`config.mk`:
```
export PLATFORM = sky130hd
export DESIGN_NAME = tick_timer
export DESIGN_NICKNAME = d
export VERILOG_FILES = /design/src/rtl/tick_pkg.sv /design/src/rtl/tick_prescale.sv /design/src/rtl/tick_counter.sv /design/src/rtl/tick_regs.sv /design/src/rtl/tick_timer.sv
export SDC_FILE = /design/constraint.sdc
export NUM_CORES = 1
export LEC_CHECK = 0
export CORE_ASPECT_RATIO = 0.9
export CORE_UTILIZATION = 31
export DETAILED_ROUTE_END_ITERATION = 8
export PLACE_DENSITY_LB_ADDON = 0.2
export SYNTH_ARGS = -nofsm -noshare
export SYNTH_HDL_FRONTEND = slang
export SYNTH_SLANG_ARGS = --single-unit
```
`constraint.sdc`:
```
create_clock -name clk -period 5.5 [get_ports clk]
set_input_delay 1.1 -clock clk [delete_from_list [all_inputs] [get_ports clk]]
set_output_delay 1.1 -clock clk [all_outputs]
set_load 0.01 [all_outputs]
```
`src/rtl/tick_pkg.sv`:
```
package tick_pkg;

    localparam int unsigned CNT_W_DEF  = 24;
    localparam int unsigned DIV_DEF    = 8;
    localparam int unsigned DATA_W_DEF = 32;
    localparam int unsigned SEL_W      = 2;

    localparam int unsigned BIT_RUN    = 0;
    localparam int unsigned BIT_IRQEN  = 1;
    localparam int unsigned BIT_FAST   = 2;
    localparam int unsigned BIT_FLAG   = 16;

    typedef enum logic [SEL_W-1:0] {
        SEL_CTRL    = 2'd0,
        SEL_RELOAD  = 2'd1,
        SEL_CURRENT = 2'd2,
        SEL_NONE    = 2'd3
    } reg_sel_e;

    typedef struct packed {
        logic fast;
        logic irq_en;
        logic run;
    } ctrl_t;

    function automatic ctrl_t ctrl_from_word(input logic [DATA_W_DEF-1:0] w);
        ctrl_t c;
        c.run    = w[BIT_RUN];
        c.irq_en = w[BIT_IRQEN];
        c.fast   = w[BIT_FAST];
        return c;
    endfunction

endpackage

```
`src/rtl/tick_prescale.sv`:
```
module tick_prescale #(
    parameter int unsigned DIV = tick_pkg::DIV_DEF
) (
    input  logic clk,
    input  logic rst,
    input  logic run,
    input  logic fast,
    output logic tick
);
    localparam int unsigned DW = (DIV > 1) ? $clog2(DIV) : 1;
    localparam logic [DW-1:0] LAST = DW'(DIV - 1);

    logic [DW-1:0] phase;

    assign tick = run && (fast || (phase == LAST));

    always_ff @(posedge clk) begin
        if (rst || !run) begin
            phase <= '0;
        end else if (phase == LAST) begin
            phase <= '0;
        end else begin
            phase <= phase + 1'b1;
        end
    end


    slow_spacing_chk: assert property (@(posedge clk) disable iff (rst)
        (tick && !fast && run && DIV > 1) |=> !tick || fast);

endmodule

```
`src/rtl/tick_counter.sv`:
```
module tick_counter #(
    parameter int unsigned CNT_W = tick_pkg::CNT_W_DEF
) (
    input  logic             clk,
    input  logic             rst,
    input  logic             tick,
    input  logic             clr,
    input  logic [CNT_W-1:0] reload,
    output logic [CNT_W-1:0] count,
    output logic             expire
);
    localparam logic [CNT_W-1:0] ONE = CNT_W'(1);

    assign expire = tick && !clr && (count == ONE);

    always_ff @(posedge clk) begin
        if (rst || clr) begin
            count <= '0;
        end else if (tick) begin
            if (count == '0) begin
                count <= reload;
            end else begin
                count <= count - ONE;
            end
        end
    end


    load_at_zero_chk: assert property (@(posedge clk) disable iff (rst)
        (tick && !clr && count == '0) |=> count == $past(reload));


    step_down_chk: assert property (@(posedge clk) disable iff (rst)
        (tick && !clr && count != '0) |=> count == $past(count) - ONE);


    clear_chk: assert property (@(posedge clk) disable iff (rst)
        clr |=> count == '0);

endmodule

```
`src/rtl/tick_regs.sv`:
```
module tick_regs #(
    parameter int unsigned CNT_W  = tick_pkg::CNT_W_DEF,
    parameter int unsigned DATA_W = tick_pkg::DATA_W_DEF
) (
    input  logic                       clk,
    input  logic                       rst,
    input  logic [tick_pkg::SEL_W-1:0] sel,
    input  logic                       wr,
    input  logic                       rd,
    input  logic [DATA_W-1:0]          wdata,
    input  logic [CNT_W-1:0]           count,
    input  logic                       expire,
    output tick_pkg::ctrl_t            ctrl,
    output logic [CNT_W-1:0]           reload,
    output logic                       clr_cnt,
    output logic                       irq,
    output logic [DATA_W-1:0]          rdata
);
    import tick_pkg::*;

    reg_sel_e rsel;
    logic     flag;
    logic     rd_ctrl;

    assign rsel    = reg_sel_e'(sel);
    assign clr_cnt = wr && (rsel == SEL_CURRENT);
    assign rd_ctrl = rd && (rsel == SEL_CTRL);

    always_ff @(posedge clk) begin
        if (rst) begin
            ctrl   <= '0;
            reload <= '0;
            flag   <= 1'b0;
            irq    <= 1'b0;
        end else begin
            if (wr && rsel == SEL_CTRL) begin
                ctrl <= ctrl_from_word(DATA_W_DEF'(wdata));
            end
            if (wr && rsel == SEL_RELOAD) begin
                reload <= wdata[CNT_W-1:0];
            end
            if (expire) begin
                flag <= 1'b1;
            end else if (clr_cnt || rd_ctrl) begin
                flag <= 1'b0;
            end
            irq <= expire && ctrl.irq_en;
        end
    end

    always_comb begin
        rdata = '0;
        unique case (rsel)
            SEL_CTRL: begin
                rdata[BIT_RUN]   = ctrl.run;
                rdata[BIT_IRQEN] = ctrl.irq_en;
                rdata[BIT_FAST]  = ctrl.fast;
                rdata[BIT_FLAG]  = flag;
            end
            SEL_RELOAD:  rdata[CNT_W-1:0] = reload;
            SEL_CURRENT: rdata[CNT_W-1:0] = count;
            default:     rdata = '0;
        endcase
    end


    irq_single_chk: assert property (@(posedge clk) disable iff (rst)
        irq |=> !irq);


    irq_has_flag_chk: assert property (@(posedge clk) disable iff (rst)
        irq |-> flag);


    flag_read_clear_chk: assert property (@(posedge clk) disable iff (rst)
        (rd_ctrl && !expire) |=> !flag);

endmodule

```
`src/rtl/tick_timer.sv`:
```
module tick_timer #(
    parameter int unsigned CNT_W  = tick_pkg::CNT_W_DEF,
    parameter int unsigned DIV    = tick_pkg::DIV_DEF,
    parameter int unsigned DATA_W = tick_pkg::DATA_W_DEF
) (
    input  logic                       clk,
    input  logic                       rst,
    input  logic [tick_pkg::SEL_W-1:0] bus_sel,
    input  logic                       bus_wr,
    input  logic                       bus_rd,
    input  logic [DATA_W-1:0]          bus_wdata,
    output logic [DATA_W-1:0]          bus_rdata,
    output logic                       irq
);
    tick_pkg::ctrl_t  ctrl;
    logic [CNT_W-1:0] reload;
    logic [CNT_W-1:0] count;
    logic             tick;
    logic             clr_cnt;
    logic             expire;

    tick_prescale #(.DIV(DIV)) u_pre (
        .clk  (clk),
        .rst  (rst),
        .run  (ctrl.run),
        .fast (ctrl.fast),
        .tick (tick)
    );

    tick_counter #(.CNT_W(CNT_W)) u_cnt (
        .clk    (clk),
        .rst    (rst),
        .tick   (tick),
        .clr    (clr_cnt),
        .reload (reload),
        .count  (count),
        .expire (expire)
    );

    tick_regs #(.CNT_W(CNT_W), .DATA_W(DATA_W)) u_regs (
        .clk     (clk),
        .rst     (rst),
        .sel     (bus_sel),
        .wr      (bus_wr),
        .rd      (bus_rd),
        .wdata   (bus_wdata),
        .count   (count),
        .expire  (expire),
        .ctrl    (ctrl),
        .reload  (reload),
        .clr_cnt (clr_cnt),
        .irq     (irq),
        .rdata   (bus_rdata)
    );


    zero_reload_quiet_chk: assert property (@(posedge clk) disable iff (rst)
        (reload == '0 && count == '0 && !bus_wr) |=> !expire && count == '0);


    hold_when_stopped_chk: assert property (@(posedge clk) disable iff (rst)
        (!ctrl.run && !bus_wr) |=> $stable(count));

endmodule

```
# Yosys cells after proc, flatten, opt, wreduce, memory -nomap -nowiden
# Cells that the tools add are included.
op_classes:
  add_sub_neg: 2
  eq_ne: 4
  mux: 7
  n_reduce_logical: 18
op_table:
  columns: ["operator", "count"]
  rows:
  - ["case mux 13 bit (2 select lines)", 1]
  - ["== test 24 x 1 -> 1 bit (second input constant)", 1]
  - ["zero test 24 bit", 1]
  - ["two-way mux 24 bit", 1]
  - ["subtractor 24 x 1 -> 24 bit (second input constant)", 1]
  - ["case mux 7 bit (2 select lines)", 1]
  - ["case mux 3 bit (3 select lines)", 1]
  - ["logical AND 1 bit", 8]
  - ["logical OR 1 bit", 4]
  - ["adder 3 x 1 -> 3 bit (second input constant)", 1]
  - ["== test 3 bit (second input constant)", 1]
  - ["case mux 1 bit (3 select lines)", 1]
  - ["== test 2 x 1 -> 1 bit (second input constant)", 1]
  - ["== test 2 bit (second input constant)", 1]
  - ["zero test 1 bit", 2]
  - ["zero test 2 bit", 1]
  - ["two-way mux 1 bit", 2]
  - ["nonzero test 2 bit", 1]
  - ["OR reduction 2 bit", 1]
totals:
  reg_bits: 56
  in_bits: 38
  output_inout_bits: 33
  elab_cells: 39

# Longest topological paths before layout
# Gate-level depths: netlist of run 1.
logic_depth:
  word_depth: 6
  depth_mapped: 9
  ltp_nobuf: 7

# By module
# From an unflattened synthesis of run 1, not the netlist that was laid out.
unflattened:
  hier_cells: 407
  area_unflattened_um2: 3530.9
modules_own_cells:
  columns: ["mod", "n_inst", "cells_each", "area_per_inst_um2", "seq_area_each_um2"]
  rows:
  - ["tick_regs", 1, 202, 1825.5, 580.6]
  - ["tick_counter", 1, 196, 1572.8, 480.5]
  - ["tick_prescale", 1, 9, 132.6, 60.1]

# Worst setup path after synthesis of run 1
# No wires, ideal clock.
synth_timing:
  kind: "input to output"
  from: "input port bus_sel[0] (netlist bit)"
  to: "output port bus_rdata[12]"
  arrival_ps: 2135
  required_time_ps: 4400
  slack_ps: 2265
  path_stages: 6
  n_path_buf: 2
  path_cell_list: "inv_1 > ha_1 > clkbuf_1 > clkbuf_1 > a22oi_1 > nor2b_1"
synth_between:
  elab_chain_cells: 2
  word_cells_on_any_way: 3
  cone_classes: "eq/ne (2); mux (1)"
synth_rtl:
  columns: ["item", "line", "rtl"]
  rows:
  - ["start: declaration", "tick_timer.sv:8", "input logic [tick_pkg::SEL_W-1:0] bus_sel,"]
  - ["== test 2 bit or == test 2 x 1 -> 1 bit (tied branches)", "tick_regs.sv:53", "unique case (rsel)"]
  - ["case mux 13 bit (2 select lines) *", "tick_regs.sv:53", null]
  - ["end: declaration", "tick_timer.sv:12", "output logic [DATA_W-1:0] bus_rdata,"]
# Every way passes the cells marked *; elsewhere a longest branch is shown, timed or not.

# Final worst setup path of run 1
layout_timing:
  from: "input port bus_sel[0] (netlist bit)"
  to: "output port bus_rdata[16]"
layout_between:
  elab_chain_cells: 2
  word_cells_on_any_way: 4
  cone_classes: "eq/ne (2); mux (1); reduce/logical (1)"
layout_rtl:
  columns: ["item", "line"]
  rows:
  - ["== test 2 bit, or another cell as far along", "tick_regs.sv:53"]
  - ["case mux 1 bit (3 select lines) *", "tick_regs.sv:53"]
# Marked as above.

==> results of run 1 <==
[cells by family after synthesis]
family          count (synthesis)  synth area share
compound gates                112            0.2283
flops                          56            0.3432
simple gates                  182            0.2903
buf+inv                        49           0.07085
fa+ha+maj                       9           0.03447
mux                            10           0.03179
other cells                     1          0.001148
[layout make-up]
type | count | share of cell area
clock buffer | 5 | 0.03154
inverter | 9 | 0.008515
multi-input combinational | 321 | 0.4891
sequential | 56 | 0.2826
tap | 129 | 0.04068
timing repair buffer | 60 | 0.1476
[sequential cells by signal, indices dropped and copies added (netlist names)]
register / cells
u_cnt.count: 24
u_regs.reload: 24
u_pre.phase: 3
u_regs.ctrl: 3
u_regs.flag: 1
u_regs.irq: 1
[cells in the final DEF, fill, tap and decap left out, drive strengths merged, types with 2 or more instances in the layout]
cell type / instances
nand2: 68
dfxtp: 56
clkdlybuf4s50: 54
a21oi: 38
nor2: 26
nor2b: 22
a22oi: 20
nor3: 17
o21ai: 14
nand3: 13
inv: 9
ha: 9
conb: 8
mux2i: 7
o22ai: 7
nor4: 7
buf: 6
nand4: 5
a32o: 5
clkbuf: 5
and2: 5
or4: 5
a222oi: 4
nor3b: 4
o31ai: 4
o21a: 3
mux2: 3
a31oi: 3
or2: 3
a211oi: 2
and4: 2
nand2b: 2
a221oi: 2
o221a: 2
o2bb2ai: 2
a32oi: 2
[stage by stage]
step | power (mW) | cell area, um^2
after global placement | 0.5196 | 3842
after CTS | 0.8191 | 3968
after detailed placement | 0.5209 | 3842
after global routing | 0.8440 | 3968
after floorplan | 0.4829 | 3293
final | 0.8098 | 3968
[power groups by stage]
stage	registers (mW)	clock network [mW]	logic, mW
2_1_floorplan	0.425	0	0.0575
3_3_place_gp	0.427	0	0.0921
3_5_place_dp	0.428	0	0.0932
4_1_cts	0.418	0.307	0.0936
5_1_grt	0.419	0.322	0.103
6_report	0.418	0.299	0.0928
[path summary, 6_finish.rpt]
check                                                   from                     endpoint  slack (ns)
worst max-delay path                              bus_sel[0]                bus_rdata[16]        0.89
worst min-delay path               u_pre.phase[0]$_SDFF_PP0_    u_pre.phase[0]$_SDFF_PP0_        0.43
worst max register to register  u_cnt.count[10]$_SDFFE_PP0P_  u_cnt.count[6]$_SDFFE_PP0P_        2.82
worst min register to register     u_pre.phase[0]$_SDFF_PP0_    u_pre.phase[0]$_SDFF_PP0_        0.43
[metal layers]
layer  wire (um)  vias up  global-route usage
li1            -     1566                   -
met4          45        0             0.03239
met5           0        -                   0
met3         501        4             0.02818
met2        4286       93              0.2923
met1        4630     1541              0.2567
==> results.yml, run 1 <==
outcome:
  outcome: "completed"
sta:
  rsz0062_at_grt: "no"
  final-setup-viol-count: 0
  finClkSkew_ns: 0.005889
  hold_viol: 0
  setup_slack_ns: 0.8879
  period_share: 0.8386
  max_freq_mhz: 216.8
  finalSetupTns_ns: 0
  hold_ws_ns: 0.4330
  maxSlewViolCount: 0
  min_period_ns: 4.612
  tightest_slew_ns: 1.110
  slew_headroom: 0.2576
pwr:
  sw_frac_of_total: 0.2392
  power_per_cell_area_nw_per_um2: 204.1
  seqPwrFrac: 0.516
  comb_power_share: 0.115
  switchingPower_mw: 0.1937
  p_leak_nw: 1.381
  peakVddDrop_uv: 100.5
  p_clk_frac: 0.369
  intPower_mw: 0.6161
routing:
  drc: 0
  firstDrtPassIters: 4
  viasPerCell: 5.524
  ant_nets: 0
  wl_per_cell_um: 16.32
  vias: 3204
  totalWireLength_um: 9464
  first_iter_violations: 171
synthesis:
  yosysWarnings: 0
  synthFlopType: "dfxtp_1"
  ys_ff_latch: 56
  synth_edf_count: 0
  synth.most_common_cell: "nand2_1"
  synth_cells: 419
  synth_top_area_share: 0.3432
  syn_area_um2: 3267
  synth_commonest_cells: "68 x nand2_1, 56 x dfxtp_1, 38 x a21oi_1"
  yosysUniqueCellTypes: 55
  synth_seq_area_share: 0.3432
  post-synth-top-area-cell: "dfxtp_1"
  synth_area_leaders: "dfxtp_1 34%, nand2_1 7.8%, a21oi_1 5.8%, a22oi_1 4.6%, nor2b_1 4.2%"
  async_reset_ff_frac: 0
  avgSynthCellArea_um2: 7.797
cts:
  cts_buffers: 5
  postCtsSetupRepairBufs: 0
  clock_path_buffers: 2
  hold_buffers: 0
  ctsResizeCount: 0
  clockRootBuffer: "clkbuf_16"
  clock_latency_ns: 0.29
  htree_levels: 2
  clkSinkCount: 56
  clk_pin_slew_ns: 0.07
  cts_tree: "built"
worst_setup_path:
  cp.depth: 6
  cp_top_family: "buffers and inverters"
  crit_top_cell: "clkdlybuf4s50_1"
  path_max_fanout: 26
  worst_r2r_path_depth: 5
  cpPeakStageDelay_ns: 0.87
  path_class: "primary input to output pin"
  worstPathArrival_ns: 3.51
  startpoint_type: "primary input"
  cp.required_ns: 4.40
  crit_buf_inv: 3
  slowest_stage: "ha_1"
  worstPathCellList: "clkdlybuf4s50_1 -> inv_1 -> ha_1 -> a222oi_1 -> nor2_1 -> clkdlybuf4s50_1"
  cp-end-kind: "output pin"
floorplanning:
  core-area_um2: 10250
  start_util: 0.3188
  rows: 35
  dieArea_um2: 10950
  fp.dieW_um: 110.2
  chipHeight_um: 99.39
  io_pins: 71
final_layout:
  seq_area_um2: 1121
  syn2layout_area_growth_pct: 21.45
  multi_input_area_um2: 1941
  final_nets: 500
  stdcell_count: 580
  utilization: 0.3872
  fillerInstances: 1090
  n_antenna_cell: 0
  drive_gt1_frac: 0.06430
place:
  port_buffers: 54
  placed_cells: 575
  place.gp.congestion: 0.8458
  place_ws_ns: 0.8691
  post-dp-hpwl_um: 6562
grt:
  overflow: 0
  grt_first_pass_wirelength_um: 15590
  grt_usage: 0.1813
  antenna_found_initial: 0
  grt_start_max_net_pins: 33
  grt_pass1_vias: 2996
min_path:
  whs_path_depth: 1
  min_path_type: "flop to flop"
flow_run:
  max_cap_violations: 0
No activity file was read; power rests on OpenSTA's default activity.
==> inputs of run 2 (changes only) <==
==> constraint.sdc (replaced) <==
create_clock -name clk -period 4.3 [get_ports clk]
set_input_delay 0.86 -clock clk [delete_from_list [all_inputs] [get_ports clk]]
set_output_delay 0.86 -clock clk [all_outputs]
set_load 0.01 [all_outputs]
==> results.yml, run 2 (synthesized netlist as in run 1, its figures left out) <==
grt:
  antenna_found_initial: 0
  grt_start_max_net_pins: 33
  grt_pass1_vias: 3166
  overflow: 0
  grt_usage: 0.1870
  met3_usage: 0.03342
  grt_use_met2: 0.3063
  use_met1: 0.2542
  grt_first_pass_wirelength_um: 15980
  grt-busiest-layer: "met2"
place:
  post-dp-hpwl_um: 6746
  port_buffers: 54
  place_area_um2: 3872
  place.gp.congestion: 0.8623
pwr:
  p_leak_nw: 1.416
  power_per_cell_area_nw_per_um2: 268.5
  switchingPower_mw: 0.2651
  comb_power_share: 0.113
  power_mw: 1.080
  intPower_mw: 0.8145
  seqPwrFrac: 0.495
  p_clk_frac: 0.391
  sw_frac_of_total: 0.2456
  peakVddDrop_uv: 158.2
cts:
  cts_buffers: 5
  hold_buffers: 0
  clockRootBuffer: "clkbuf_16"
  htree_levels: 2
  clk_pin_slew_ns: 0.07
  clock_latency_ns: 0.30
  cts_tree: "built"
  ctsResizeCount: 0
  clkSinkCount: 56
  postCtsSetupRepairBufs: 0
  clock_path_buffers: 2
sta:
  finalSetupTns_ns: 0
  min_period_ns: 3.680
  maxSlewViolCount: 0
  max_freq_mhz: 271.7
  hold_viol: 0
  period_share: 0.8559
  tightest_slew_ns: 0.9182
  slew_headroom: 0.3879
  rsz0062_at_grt: "no"
  finClkSkew_ns: 0.008647
  final-setup-viol-count: 0
  hold_ws_ns: 0.4321
floorplanning:
  core-area_um2: 10250
  start_util: 0.3188
  rows: 35
  io_pins: 71
  dieArea_um2: 10950
  chipHeight_um: 99.39
  fp.dieW_um: 110.2
routing:
  ant_nets: 0
  viasPerCell: 5.429
  vias: 3187
  drc: 0
  wl_per_cell_um: 16.38
  first_iter_violations: 182
  totalWireLength_um: 9616
  firstDrtPassIters: 5
final_layout:
  final_common_cell: "nand2_1"
  design_area_um2: 4021
  final_nets: 504
  syn2layout_area_growth_pct: 23.09
  n_antenna_cell: 0
  layout_common_cells: "68 x nand2_1, 56 x dfxtp_1, 54 x clkdlybuf4s50_1, 38 x a21oi_1, 26 x nor2_1"
  reg_top3: "u_cnt.count (24), u_regs.reload (24)"
  drive_gt1_frac: 0.07860
worst_setup_path:
  worstPathArrival_ns: 2.82
  cp-end-kind: "output pin"
  startpoint_type: "primary input"
  path_max_fanout: 12
  cp.required_ns: 3.44
  path_class: "primary input to output pin"
min_path:
  min_path_type: "flop to flop"
flow_run:
  max_cap_violations: 0
outcome:
  outcome: "completed"
## run 2: changes by cell type in the layout (fill, tap and decap cells not counted), sizes merged
cell	change
clkinv	+2
clkbuf	+1
buf	+4
## run 2: final timing paths
check                               from                      endpoint  slack, ns  cells after the start
min            u_pre.phase[0]$_SDFF_PP0_     u_pre.phase[0]$_SDFF_PP0_       0.43                      1
min reg2reg    u_pre.phase[0]$_SDFF_PP0_     u_pre.phase[0]$_SDFF_PP0_       0.43                      1
max                           bus_sel[0]                 bus_rdata[13]       0.62                      7
max reg2reg  u_cnt.count[0]$_SDFFE_PP0P_  u_cnt.count[17]$_SDFFE_PP0P_       1.81                      5
## run 2: worst max-delay path, stage by stage
cell	delay (ns)
clkdlybuf4s50_1	0.47
inv_1	0.11
ha_1	0.31
buf_4	0.25
a22oi_1	0.13
nor2b_1	0.14
clkdlybuf4s50_1	0.54
## run 2: per-layer routing
layer | vias to the layer above | part of all wire
li1 | 1567 | -
met3 | 8 | 0.060
met2 | 122 | 0.47
met1 | 1490 | 0.47
met4 | 0 | 0.0075
met5 | - | 0
## run 2: power groups by stage
stage	logic, mW	registers (mW)	clock network [mW]
floorplan	0.0735	0.544	0
global placement	0.121	0.547	0
detailed placement	0.123	0.547	0
CTS	0.124	0.535	0.431
global route	0.135	0.536	0.455
finish	0.122	0.535	0.423
## run 2: stage by stage
step	cells	setup slack (ns)	utilization
after floorplan	426	1.545	-
after global placement	579	0.6501	0.3779
after detailed placement	579	0.6061	0.3779
after CTS	587	0.6050	0.3924
after global routing	587	0.5087	0.3924
final	587	0.6195	0.3924
## run 2: final cells by class
class / count / area, um^2
fill: 1097 / 6226
multi-input combinational: 321 / 1941
sequential: 56 / 1121
timing repair buffer: 64 / 615.6
tap: 129 / 161.4
clock buffer: 6 / 138.9
inverter: 9 / 33.78
clock inverter: 2 / 10.01
